### config.mk
export PLATFORM = sky130hd
export DESIGN_NAME = async_rx_core
export DESIGN_NICKNAME = d
export VERILOG_FILES = /design/src/rtl/async_rx_pkg.sv /design/src/rtl/async_rx_timer.sv /design/src/rtl/async_rx_fsm.sv /design/src/rtl/async_rx_hold.sv /design/src/rtl/async_rx_core.sv
export SDC_FILE = /design/constraint.sdc
export NUM_CORES = 1
export LEC_CHECK = 0
export BUFFER_PORTS_ARGS = -buffer_cell sky130_fd_sc_hd__buf_2
export CAP_MARGIN = 40
export CORE_MARGIN = 5
export CORE_UTILIZATION = 50
export CTS_BUF_LIST = sky130_fd_sc_hd__clkbuf_2 sky130_fd_sc_hd__clkbuf_4 sky130_fd_sc_hd__clkbuf_8
export DETAILED_ROUTE_END_ITERATION = 16
export PLACE_DENSITY = 0.75
export SLEW_MARGIN = 30
export SYNTH_ARGS = -nofsm -noshare
export SYNTH_HDL_FRONTEND = slang
export SYNTH_HIERARCHICAL = 1
export SYNTH_SLANG_ARGS = --single-unit
### constraint.sdc
create_clock -name clk -period 4.69 [get_ports clk]
set_input_delay 0.7035 -clock clk [delete_from_list [all_inputs] [get_ports clk]]
set_output_delay 0.7035 -clock clk [all_outputs]
set_load 0.02 [all_outputs]
### src/rtl/async_rx_pkg.sv
package async_rx_pkg;

    localparam int unsigned CHAR_W = 8;
    localparam int unsigned FLAG_N = 4;

    localparam int unsigned FLG_PAR = 0;
    localparam int unsigned FLG_OVR = 1;
    localparam int unsigned FLG_FRM = 2;
    localparam int unsigned FLG_BRK = 3;

    typedef enum logic [2:0] {
        RX_HUNT,
        RX_START,
        RX_DATA,
        RX_PAR,
        RX_STOP,
        RX_BRKWAIT
    } rx_state_e;

    typedef struct packed {
        logic [CHAR_W-1:0] data;
        logic              par_err;
        logic              frm_err;
        logic              brk;
    } rx_char_t;

endpackage

### src/rtl/async_rx_timer.sv
module async_rx_timer #(
    parameter  int unsigned MID_DIV = 16,
    parameter  int unsigned MAX_DIV = 64,
    localparam int unsigned CNT_W   = $clog2(MAX_DIV)
) (
    input  logic       clk,
    input  logic       rst_n,
    input  logic       restart,
    input  logic [1:0] cfg_mult,
    output logic       half_hit,
    output logic       full_hit
);

    logic [CNT_W-1:0] cnt_q;
    logic [CNT_W-1:0] full_m1;
    logic [CNT_W-1:0] half_m1;

    // terminal counts for the selected multiplier
    always_comb begin
        unique case (cfg_mult)
            2'b00: begin
                full_m1 = '0;
                half_m1 = '0;
            end
            2'b01: begin
                full_m1 = CNT_W'(MID_DIV - 1);
                half_m1 = CNT_W'(MID_DIV / 2 - 1);
            end
            default: begin
                full_m1 = CNT_W'(MAX_DIV - 1);
                half_m1 = CNT_W'(MAX_DIV / 2 - 1);
            end
        endcase
    end

    assign full_hit = (cnt_q == full_m1);
    assign half_hit = (cnt_q == half_m1);

    always_ff @(posedge clk or negedge rst_n) begin
        if (!rst_n) begin
            cnt_q <= '0;
        end else if (restart || full_hit) begin
            cnt_q <= '0;
        end else begin
            cnt_q <= cnt_q + 1'b1;
        end
    end

endmodule

### src/rtl/async_rx_fsm.sv
module async_rx_fsm
    import async_rx_pkg::*;
(
    input  logic       clk,
    input  logic       rst_n,
    input  logic       rx_serial,
    input  logic       rx_enable,
    input  logic [1:0] cfg_mult,
    input  logic [1:0] cfg_len,
    input  logic       cfg_par_en,
    input  logic       cfg_par_odd,
    input  logic       half_hit,
    input  logic       full_hit,
    output logic       timer_restart,
    output logic       chr_valid,
    output rx_char_t   chr
);

    localparam int unsigned IDX_W = $clog2(CHAR_W);

    rx_state_e         state_q;
    rx_state_e         state_d;
    logic [CHAR_W-1:0] shift_q;
    logic [IDX_W-1:0]  bit_idx_q;
    logic              all_zero_q;
    logic              par_bit_q;
    logic              last_bit;
    logic              brk_cond;
    logic              par_expect;
    logic              one_x;

    assign one_x      = (cfg_mult == 2'b00);
    // final data index is 4 + cfg_len (lengths 5..8)
    assign last_bit   = (bit_idx_q == {1'b1, cfg_len});
    assign brk_cond   = all_zero_q && !rx_serial;
    assign par_expect = (^shift_q) ^ cfg_par_odd;

    // state register
    always_ff @(posedge clk or negedge rst_n) begin
        if (!rst_n) begin
            state_q <= RX_HUNT;
        end else begin
            state_q <= state_d;
        end
    end

    // next-state logic
    always_comb begin
        state_d = state_q;
        unique case (state_q)
            RX_HUNT: begin
                if (!rx_serial) begin
                    state_d = one_x ? RX_DATA : RX_START;
                end
            end
            RX_START: begin
                if (half_hit) begin
                    state_d = rx_serial ? RX_HUNT : RX_DATA;
                end
            end
            RX_DATA: begin
                if (full_hit && last_bit) begin
                    state_d = cfg_par_en ? RX_PAR : RX_STOP;
                end
            end
            RX_PAR: begin
                if (full_hit) begin
                    state_d = RX_STOP;
                end
            end
            RX_STOP: begin
                if (full_hit) begin
                    state_d = brk_cond ? RX_BRKWAIT : RX_HUNT;
                end
            end
            RX_BRKWAIT: begin
                if (rx_serial) begin
                    state_d = RX_HUNT;
                end
            end
            default: state_d = RX_HUNT;
        endcase
        if (!rx_enable) begin
            state_d = RX_HUNT;
        end
    end

    assign timer_restart = (state_q == RX_HUNT) || (state_d != state_q);

    // datapath and outputs
    always_ff @(posedge clk or negedge rst_n) begin
        if (!rst_n) begin
            shift_q    <= '0;
            bit_idx_q  <= '0;
            all_zero_q <= 1'b1;
            par_bit_q  <= 1'b0;
            chr_valid  <= 1'b0;
            chr        <= '0;
        end else begin
            chr_valid <= 1'b0;
            unique case (state_q)
                RX_HUNT: begin
                    shift_q    <= '0;
                    bit_idx_q  <= '0;
                    all_zero_q <= 1'b1;
                    par_bit_q  <= 1'b0;
                end
                RX_DATA: begin
                    if (full_hit) begin
                        shift_q[bit_idx_q] <= rx_serial;
                        all_zero_q         <= all_zero_q && !rx_serial;
                        bit_idx_q          <= bit_idx_q + 1'b1;
                    end
                end
                RX_PAR: begin
                    if (full_hit) begin
                        par_bit_q  <= rx_serial;
                        all_zero_q <= all_zero_q && !rx_serial;
                    end
                end
                RX_STOP: begin
                    if (full_hit && rx_enable) begin
                        chr_valid   <= 1'b1;
                        chr.data    <= shift_q;
                        chr.par_err <= cfg_par_en && (par_bit_q != par_expect);
                        chr.frm_err <= !rx_serial && !brk_cond;
                        chr.brk     <= brk_cond;
                    end
                end
                default: begin
                end
            endcase
        end
    end

endmodule

### src/rtl/async_rx_hold.sv
module async_rx_hold
    import async_rx_pkg::*;
(
    input  logic              clk,
    input  logic              rst_n,
    input  logic              chr_valid,
    input  rx_char_t          chr,
    input  logic              rd_strobe,
    input  logic              err_clear,
    output logic [CHAR_W-1:0] hold_data,
    output logic              rx_ready,
    output logic [FLAG_N-1:0] flags
);

    logic              deliver;
    logic [FLAG_N-1:0] flag_set;

    assign deliver = chr_valid && !chr.brk;

    always_comb begin
        flag_set          = '0;
        flag_set[FLG_PAR] = deliver && chr.par_err;
        flag_set[FLG_OVR] = deliver && rx_ready && !rd_strobe;
        flag_set[FLG_FRM] = deliver && chr.frm_err;
        flag_set[FLG_BRK] = chr_valid && chr.brk;
    end

    always_ff @(posedge clk or negedge rst_n) begin
        if (!rst_n) begin
            hold_data <= '0;
            rx_ready  <= 1'b0;
        end else begin
            if (deliver) begin
                hold_data <= chr.data;
                rx_ready  <= 1'b1;
            end else if (rd_strobe) begin
                rx_ready  <= 1'b0;
            end
        end
    end

    for (genvar g = 0; g < FLAG_N; g++) begin : g_flag
        always_ff @(posedge clk or negedge rst_n) begin
            if (!rst_n) begin
                flags[g] <= 1'b0;
            end else if (flag_set[g]) begin
                flags[g] <= 1'b1;
            end else if (err_clear) begin
                flags[g] <= 1'b0;
            end
        end
    end

endmodule

### src/rtl/async_rx_core.sv
module async_rx_core
    import async_rx_pkg::*;
#(
    parameter int unsigned MID_DIV = 16,
    parameter int unsigned MAX_DIV = 64
) (
    input  logic       clk,
    input  logic       rst_n,
    input  logic       rx_serial,
    input  logic       rx_enable,
    input  logic [1:0] cfg_mult,
    input  logic [1:0] cfg_len,
    input  logic       cfg_par_en,
    input  logic       cfg_par_odd,
    input  logic       rd_strobe,
    input  logic       err_clear,
    output logic [7:0] hold_data,
    output logic       rx_ready,
    output logic       err_parity,
    output logic       err_overrun,
    output logic       err_framing,
    output logic       brk_det
);

    logic              half_hit;
    logic              full_hit;
    logic              timer_restart;
    logic              chr_valid;
    rx_char_t          chr;
    logic [FLAG_N-1:0] flags;

    async_rx_timer #(
        .MID_DIV (MID_DIV),
        .MAX_DIV (MAX_DIV)
    ) timer_i (
        .clk      (clk),
        .rst_n    (rst_n),
        .restart  (timer_restart),
        .cfg_mult (cfg_mult),
        .half_hit (half_hit),
        .full_hit (full_hit)
    );

    async_rx_fsm fsm_i (
        .clk           (clk),
        .rst_n         (rst_n),
        .rx_serial     (rx_serial),
        .rx_enable     (rx_enable),
        .cfg_mult      (cfg_mult),
        .cfg_len       (cfg_len),
        .cfg_par_en    (cfg_par_en),
        .cfg_par_odd   (cfg_par_odd),
        .half_hit      (half_hit),
        .full_hit      (full_hit),
        .timer_restart (timer_restart),
        .chr_valid     (chr_valid),
        .chr           (chr)
    );

    async_rx_hold hold_i (
        .clk       (clk),
        .rst_n     (rst_n),
        .chr_valid (chr_valid),
        .chr       (chr),
        .rd_strobe (rd_strobe),
        .err_clear (err_clear),
        .hold_data (hold_data),
        .rx_ready  (rx_ready),
        .flags     (flags)
    );

    assign err_parity  = flags[FLG_PAR];
    assign err_overrun = flags[FLG_OVR];
    assign err_framing = flags[FLG_FRM];
    assign brk_det     = flags[FLG_BRK];

endmodule

==> results of run 1 <==
-- per-layer routing --
layer  up-vias  GRT usage [%]
met5         -              0
met4         0          7.095
met3         6          3.924
met2        39          25.91
met1       839          20.58
li1        848              -
-- final timing paths --
path,start,to,slack (ns),cells after the start
setup / recovery,cfg_mult[1],timer_i/cnt_q[1],1.34,11
hold / removal,rst_n,fsm_i/state_q[1],0.39,1
setup reg to reg,timer_i/cnt_q[3],timer_i/cnt_q[1],1.43,10
hold reg to reg,timer_i/cnt_q[0],timer_i/cnt_q[0],0.50,1
max in group asynchronous,rst_n,fsm_i/shift_q[5],3.91,1
min in group clk,timer_i/cnt_q[0],timer_i/cnt_q[0],0.50,1
-- cell type report --
class	instances	area [sq um]	area share (%)
Sequential cell	47	1177	44.03
Multi-Input combinational cell	157	1155	43.19
Timing Repair Buffer	25	130.1	4.867
Tap cell	67	83.83	3.135
Clock buffer	5	68.82	2.574
Inverter	12	45.04	1.685
Clock inverter	2	13.76	0.5147
-- flip-flops by register name, indices dropped and copies added, names as in the netlist --
signal / flops
hold_i/flags: 4
fsm_i/shift_q: 8
timer_i/cnt_q: 6
fsm_i/par_bit_q: 1
fsm_i/bit_idx_q: 3
fsm_i/chr_valid: 1
fsm_i/state_q: 3
hold_i/rx_ready: 1
fsm_i/all_zero_q: 1
fsm_i/chr: 11
hold_i/hold_data: 8
-- worst max-delay path, delay by kind of cell --
kind	cells	cell delay, ns
buf+inv	1	0.13
compound gates	5	1.09
simple gates	5	1.65
-- kinds of logic (layout without fill, tap and decap cells) --
group | count (synthesis) | count (layout) | synth area share [%]
AND/OR/NAND/NOR | 75 | 75 | 16.58
XOR/XNOR | 15 | 15 | 5.324
flip-flops | 47 | 47 | 47.72
multiplexers | 20 | 20 | 9.939
buffers and inverters | 24 | 44 | 5.476
AO/OA/AOI/OAI | 45 | 45 | 13.95
adder cells (fa/ha/maj) | 2 | 2 | 1.014
-- placed cells by master (no fill, tap or decap), types with 3 or more instances in the layout --
cell                       count
sky130_fd_sc_hd__buf_2        23
sky130_fd_sc_hd__a21oi_1       7
sky130_fd_sc_hd__mux2_4        6
sky130_fd_sc_hd__dfrtp_1      46
sky130_fd_sc_hd__nor3b_1       5
sky130_fd_sc_hd__o311ai_0      4
sky130_fd_sc_hd__nand2_1      22
sky130_fd_sc_hd__nor2_1       14
sky130_fd_sc_hd__o21ai_0      10
sky130_fd_sc_hd__xor2_1        5
sky130_fd_sc_hd__o41ai_1       4
sky130_fd_sc_hd__nand3_1       7
sky130_fd_sc_hd__xnor2_1      10
sky130_fd_sc_hd__clkbuf_8      5
sky130_fd_sc_hd__nor2b_1       3
sky130_fd_sc_hd__nor3_1        6
sky130_fd_sc_hd__nand2b_1      3
sky130_fd_sc_hd__o22ai_1       5
sky130_fd_sc_hd__inv_1        12
sky130_fd_sc_hd__mux2_2       12
-- stage by stage --
stage	cell area [sq um]	worst slack [ns]	hold slack [ns]
2_1_floorplan	2467	1.597	0.4079
3_3_place_gp	2581	1.126	0.4824
3_5_place_dp	2591	1.031	0.4901
4_1_cts	2674	1.345	0.4146
5_1_grt	2674	1.125	0.4334
6_report	2674	1.342	0.3886
-- power groups by stage --
stage / combinational, mW / clock [mW] / sequential [mW]
6_report: 0.0634 / 0.235 / 0.417
5_1_grt: 0.0712 / 0.261 / 0.418
4_1_cts: 0.0642 / 0.243 / 0.417
3_5_place_dp: 0.0640 / 0 / 0.425
3_3_place_gp: 0.0619 / 0 / 0.425
2_1_floorplan: 0.0486 / 0 / 0.419
==> results.md, run 1 <==
- Number of hold-slack violations in the final timing report: 0
- DRC violation total after the first TritonRoute iteration: 78
- Pre-antenna DRT Iters: 4
- Number of CTS-inserted buffers: 5
- DRC: 0
- Worst-case clock buffer depth: 2
- Clock tree from TritonCTS: yes
- Number of input and output port buffers inserted: 24
- Library cell occupying the most area in the post-synthesis netlist: sky130_fd_sc_hd__dfrtp_1
- Worst min-delay path class: input pin to asynchronous set/reset pin
- Initial antenna violation count: 0
- Primary flip-flop cell chosen by synthesis mapping: sky130_fd_sc_hd__dfrtp_1
- Clock tree root driver cell: sky130_fd_sc_hd__clkbuf_8
- Share of total power consumed by net switching: 25.42%
- Std cell rows: 25
- Starting density of the core: 51.89%
- Final wirelength: 4.545 mm
- Clock insertion delay at the later pin of the skew report: 0.30 ns
- Maximum clock frequency: 298.7 MHz
- Arrival time of data at the critical path endpoint: 3.56 ns
- RSZ-0062 raised after global routing: false
- Via/cell ratio: 5.498
- Logic gate share of total power: 8.9%
- Proportion of power drawn by the clock network: 32.8%
- Growth of design area from synthesis to finish: 8.367%
- VDD IR-drop max: 122.7 uV
- Combined global-route utilization of all metal layers: 16.13%
- Die height: 80.25 um
- Max-cap viol count: 0
- Required time at the endpoint of the critical path: 4.90 ns
- Worst setup SP type: input pin
- Maximum number of pins on one net before global-route repair: 48
- N_diodes: 0
- Synth warn: 6
- Top sig layer: met4
- Count of nets left with antenna violations after detail routing: 0
- Standby leakage power: 1.238 nW
- Share of the core filled with cells in the final layout: 56.24%
- Setup TNS: 0 ns
- Total nets after synthesis: 242
- Detail Route met3 WL: 175 um
- Final period demand of the worst path: 3.348 ns
- Per-cell routed wire length: 14.43 um
- Clock sink total: 47
- Final estimated routing congestion in global placement: 0.7979
- Top-level I/O count: 25
- Post-synth top area share: 46.65%
- CP max FO: 17
- Met2 routed WL: 2.222 mm
- Total die area: 0.006439 sq mm
- Wire length on met1: 2.066 mm
- Synth area leaders: sky130_fd_sc_hd__dfrtp_1, sky130_fd_sc_hd__mux2_2, sky130_fd_sc_hd__mux2_4
- Count of H-tree levels built during CTS: 2
- Commonest cells in the netlist: sky130_fd_sc_hd__dfrtp_1, sky130_fd_sc_hd__nand2_1, sky130_fd_sc_hd__nor2_1, sky130_fd_sc_hd__inv_1, sky130_fd_sc_hd__mux2_2
- Power share of the sequential group: 58.3%
- Post-Synthesis Cells: 228
- Power density normalized to cell area: 267.4 mW/mm^2
- Element type at the critical path end: flip-flop
- Number of distinct library cell variants in the gate-level netlist after synthesis: 52
- Wire length of the first global-routing pass: 8.004 mm
- Number of buffers added for setup after CTS: 0
- Worst Path Class, Setup: input pin to flip-flop
- Final instance count without filler cells: 315
- Most common cell in the synthesized netlist: sky130_fd_sc_hd__dfrtp_1
- Total power draw: 714.9 uW
- Number of slew-limit violations in the final report: 0
- Number of synthesized flops with an enable pin: 0
- Layout cell share with drive strength beyond 1: 25.81%
- Proportion of register bits with asynchronous set or reset after synthesis: 100.0%
- Detailed placement HPWL: 3.207 mm
- Internal power consumption: 533.2 uW
- Slowest cell on crit path: sky130_fd_sc_hd__or4_4
- Sequential element share of the synthesized area: 47.72%
- Fillers: 424
- Final clock period utilization by the worst path: 71.38%
- Instance count after placement with tap cells included: 308
- Setup Viol. Count Final: 0
- Number of global-route vias before repair: 1,659
- Cells along the critical path: buf_2 -> a21boi_2 -> or4_4 -> a31oi_4 -> nand2_1 -> or4_4 -> a221oi_4 -> a21boi_2 -> o21ai_1 -> nand4_1 -> nor3b_1
- Clock tree skew after final layout: 0.004652 ns
- Worst slew margin relative to its limit: 61.82%
- Total via count in the routed design: 1,732
- Status: completed
- Power spent charging and discharging nets: 181.7 uW
- Clock slew at reported path FFs: 0.08 ns
- Yosys reg bits: 47
- Netlist Area Pre-Place: 0.002467 sq mm
- Die X-Extent: 80.25 um
- GRT Residual Overflow: 0
- Syn_area_per_cell: 10.82 sq um
- Worst-Margin Slew: 0.5727 ns
- CTS-repair resized insts: 0
- Number of buffers inserted by hold repair at cts: 0
- Peak per-stage delay on the critical path: 0.55 ns
- Net total in the final layout: 262
- Core footprint: 0.004755 sq mm
Power figures use the tool's default switching activity.
==> run 2, diff against run 1 <==
clock period = 3.42 ns   (was 4.69 ns; I/O delays follow)
==> run 2 against run 1 <==
Register-to-register slack worse by 1.1 ns. Total power rose by 52%. Design area up 2.2%. Global-route usage is 0.64 points lower. Setup slack worse by 0.97 ns. Clock-buffer cell count grew 1. Critical path depth shrank 1. Non-clock buffer count grew 2. Utilization increased by 1.2 points. First-iteration DRC count rose by 1.3%. Sequential share of layout area decreased by 0.95 points. Clock power grew 82%. Critical path type is now flip-flop to flip-flop.
==> results.md, run 2 (synthesis results as in run 1) <==
- Status: completed
- Total die area: 0.006439 sq mm
- Top-level I/O count: 25
- Share of the core filled with cells in the final layout: 57.47%
- Worst path bufs/invs: 0
- Power density normalized to cell area: 398.6 mW/mm^2
- GRT Residual Overflow: 0
- Instance count after placement with tap cells included: 310
- Required time at the endpoint of the critical path: 3.62 ns
- Final instance count without filler cells: 318
- Starting density of the core: 51.89%
- Endpoint of the most critical register-to-register path: timer_i/cnt_q[1]
- Maximum clock frequency: 327.9 MHz
- R2r setup slk: 0.37 ns
- Combined global-route utilization of all metal layers: 15.49%
- Commonest non-fill, non-tap cells in the layout: sky130_fd_sc_hd__dfrtp_1, sky130_fd_sc_hd__buf_2, sky130_fd_sc_hd__nand2_1, sky130_fd_sc_hd__nor2_1
- Pre-antenna DRT Iters: 4
- Maximum number of pins on one net before global-route repair: 48
- Final wirelength: 4.473 mm
- DRC: 0
- CP max FO: 8
- Number of flip-flops in the largest register: 11
- Cells along the critical path: a21boi_2 -> or4_4 -> a31oi_4 -> nand2_1 -> or4_4 -> a221oi_4 -> a21boi_2 -> o21ai_1 -> nand4_1 -> nor3b_1
- VDD IR-drop max: 203.8 uV
- Die X-Extent: 80.25 um
- Layout cell share with drive strength beyond 1: 27.09%
- Number of input and output port buffers inserted: 24
- Setup Viol. Count Final: 0
- Final estimated routing congestion in global placement: 0.8063
- Fillers: 424
- Cell depth of the worst flop-to-flop path: 10
- Logic gate share of total power: 8.2%
- Worst Path Class, Setup: flip-flop to flip-flop
- Clock tree from TritonCTS: yes
- Worst-Margin Slew: 0.5762 ns
- Power share of the sequential group: 52.5%
- Number of buffers inserted by hold repair at cts: 0
- Core footprint: 0.004755 sq mm
- Worst min-delay path class: input pin to asynchronous set/reset pin
- Beginning of the worst register-to-register path: timer_i/cnt_q[3]
- Final clock period utilization by the worst path: 89.16%
- Std cell rows: 25
- Number of CTS-inserted buffers: 5
- Number of slew-limit violations in the final report: 0
- Clock tree skew after final layout: 0.006575 ns
- Most common cell after layout, fill and taps aside: sky130_fd_sc_hd__dfrtp_1
- Peak per-stage delay on the critical path: 0.55 ns
- Register name with the most flops: fsm_i/chr
- Growth of design area from synthesis to finish: 10.75%
- Proportion of power drawn by the clock network: 39.3%
- Die height: 80.25 um
- Slowest cell on crit path: sky130_fd_sc_hd__or4_4
- Number of buffers added for setup after CTS: 0
- Standby leakage power: 1.268 nW
- Max-cap viol count: 0
- Power spent charging and discharging nets: 256.1 uW
- Clock tree root driver cell: sky130_fd_sc_hd__clkbuf_8
- N_diodes: 0
- RSZ-0062 raised after global routing: false
- Clock sink total: 47
- Setup TNS: 0 ns
- Share of total power consumed by net switching: 23.51%
- Count of H-tree levels built during CTS: 2
- Total power draw: 1.089 mW
- Worst setup SP type: flip-flop
- Total via count in the routed design: 1,710
- Worst slew margin relative to its limit: 61.58%
- Wire length of the first global-routing pass: 7.721 mm
- Net total in the final layout: 264
- Largest registers ranked by flip-flop count: fsm_i/chr (11), fsm_i/shift_q (8), hold_i/hold_data (8)
- Count of nets left with antenna violations after detail routing: 0
- Initial antenna violation count: 0
- CTS-repair resized insts: 0
- Clock insertion delay at the later pin of the skew report: 0.30 ns
- Via/cell ratio: 5.377
- DRC violation total after the first TritonRoute iteration: 79
- Number of hold-slack violations in the final timing report: 0
- Internal power consumption: 833.0 uW
- CP delay by family, top: simple AND/OR/NAND/NOR gates
- Final period demand of the worst path: 3.049 ns
- Element type at the critical path end: flip-flop
- Clock slew at reported path FFs: 0.09 ns
- Arrival time of data at the critical path endpoint: 3.25 ns
- Number of global-route vias before repair: 1,665
- Detailed placement HPWL: 3.219 mm
- Worst-case clock buffer depth: 2
- Per-cell routed wire length: 14.07 um
-- run 2: cell types whose count changed in the layout (fill, tap and decap cells not counted), sizes merged --
cell	previous run	this run
clkbuf	5	6
bufinv	0	1
inv	12	13
clkinv	2	0
buf	25	27
-- run 2: how the worst max path moves through the flow --
stage | endpoint | from | cells after the start
finish | timer_i/cnt_q[1] | timer_i/cnt_q[3] | 10
global route | timer_i/cnt_q[1] | timer_i/cnt_q[3] | 9
CTS | timer_i/cnt_q[1] | timer_i/cnt_q[3] | 11
detailed placement | timer_i/cnt_q[1] | cfg_mult[1] | 12
global placement | timer_i/cnt_q[1] | cfg_mult[1] | 12
floorplan | timer_i/cnt_q[1] | cfg_mult[1] | 11
-- run 2: per-layer routing --
| layer | wire length (um) | vias up | track usage (%) |
|---|---|---|---|
| met4 | 76 | 0 | 6.588 |
| li1 | - | 856 | - |
| met5 | 0 | - | 0 |
| met1 | 2159 | 826 | 19.88 |
| met2 | 2113 | 23 | 25.25 |
| met3 | 124 | 5 | 3.251 |
-- run 2: layout make-up --
| cell class | instances | area, sq um | area share, % |
|---|---|---|---|
| flip-flops and latches | 47 | 1177 | 43.09 |
| clock buffers | 6 | 82.58 | 3.022 |
| multi-input cells | 157 | 1160 | 42.44 |
| repair buffers | 27 | 145.1 | 5.311 |
| clock inverters | 2 | 38.79 | 1.419 |
| well taps | 67 | 83.83 | 3.068 |
| inverters | 12 | 45.04 | 1.648 |
-- run 2: per-stage QoR --
| step | setup WS [ns] | area [sq um] | hold slack [ns] |
|---|---|---|---|
| 2_1_floorplan | 0.5178 | 2467 | 0.2174 |
| 3_3_place_gp | 0.2298 | 2604 | 0.4842 |
| 3_5_place_dp | 0.1264 | 2606 | 0.4901 |
| 4_1_cts | 0.3190 | 2728 | 0.2291 |
| 5_1_grt | 0.07234 | 2733 | 0.2581 |
| 6_report | 0.3707 | 2733 | 0.2087 |
-- run 2: power by group through the flow --
stage / clock (mW) / sequential, mW / combinational [mW]
CTS: 0.441 / 0.571 / 0.0885
detailed placement: 0 / 0.582 / 0.0883
floorplan: 0 / 0.575 / 0.0667
global route: 0.467 / 0.573 / 0.100
global placement: 0 / 0.582 / 0.0864
finish: 0.428 / 0.572 / 0.0891
-- run 2: worst reg2reg max path: stages, from the launching register on --
cell                       delay (ns)
sky130_fd_sc_hd__dfrtp_1         0.52
sky130_fd_sc_hd__a21boi_2        0.09
sky130_fd_sc_hd__or4_4           0.55
sky130_fd_sc_hd__a31oi_4         0.20
sky130_fd_sc_hd__nand2_1         0.09
sky130_fd_sc_hd__or4_4           0.44
sky130_fd_sc_hd__a221oi_4        0.31
sky130_fd_sc_hd__a21boi_2        0.08
sky130_fd_sc_hd__o21ai_1         0.12
sky130_fd_sc_hd__nand4_1         0.27
sky130_fd_sc_hd__nor3b_1         0.29
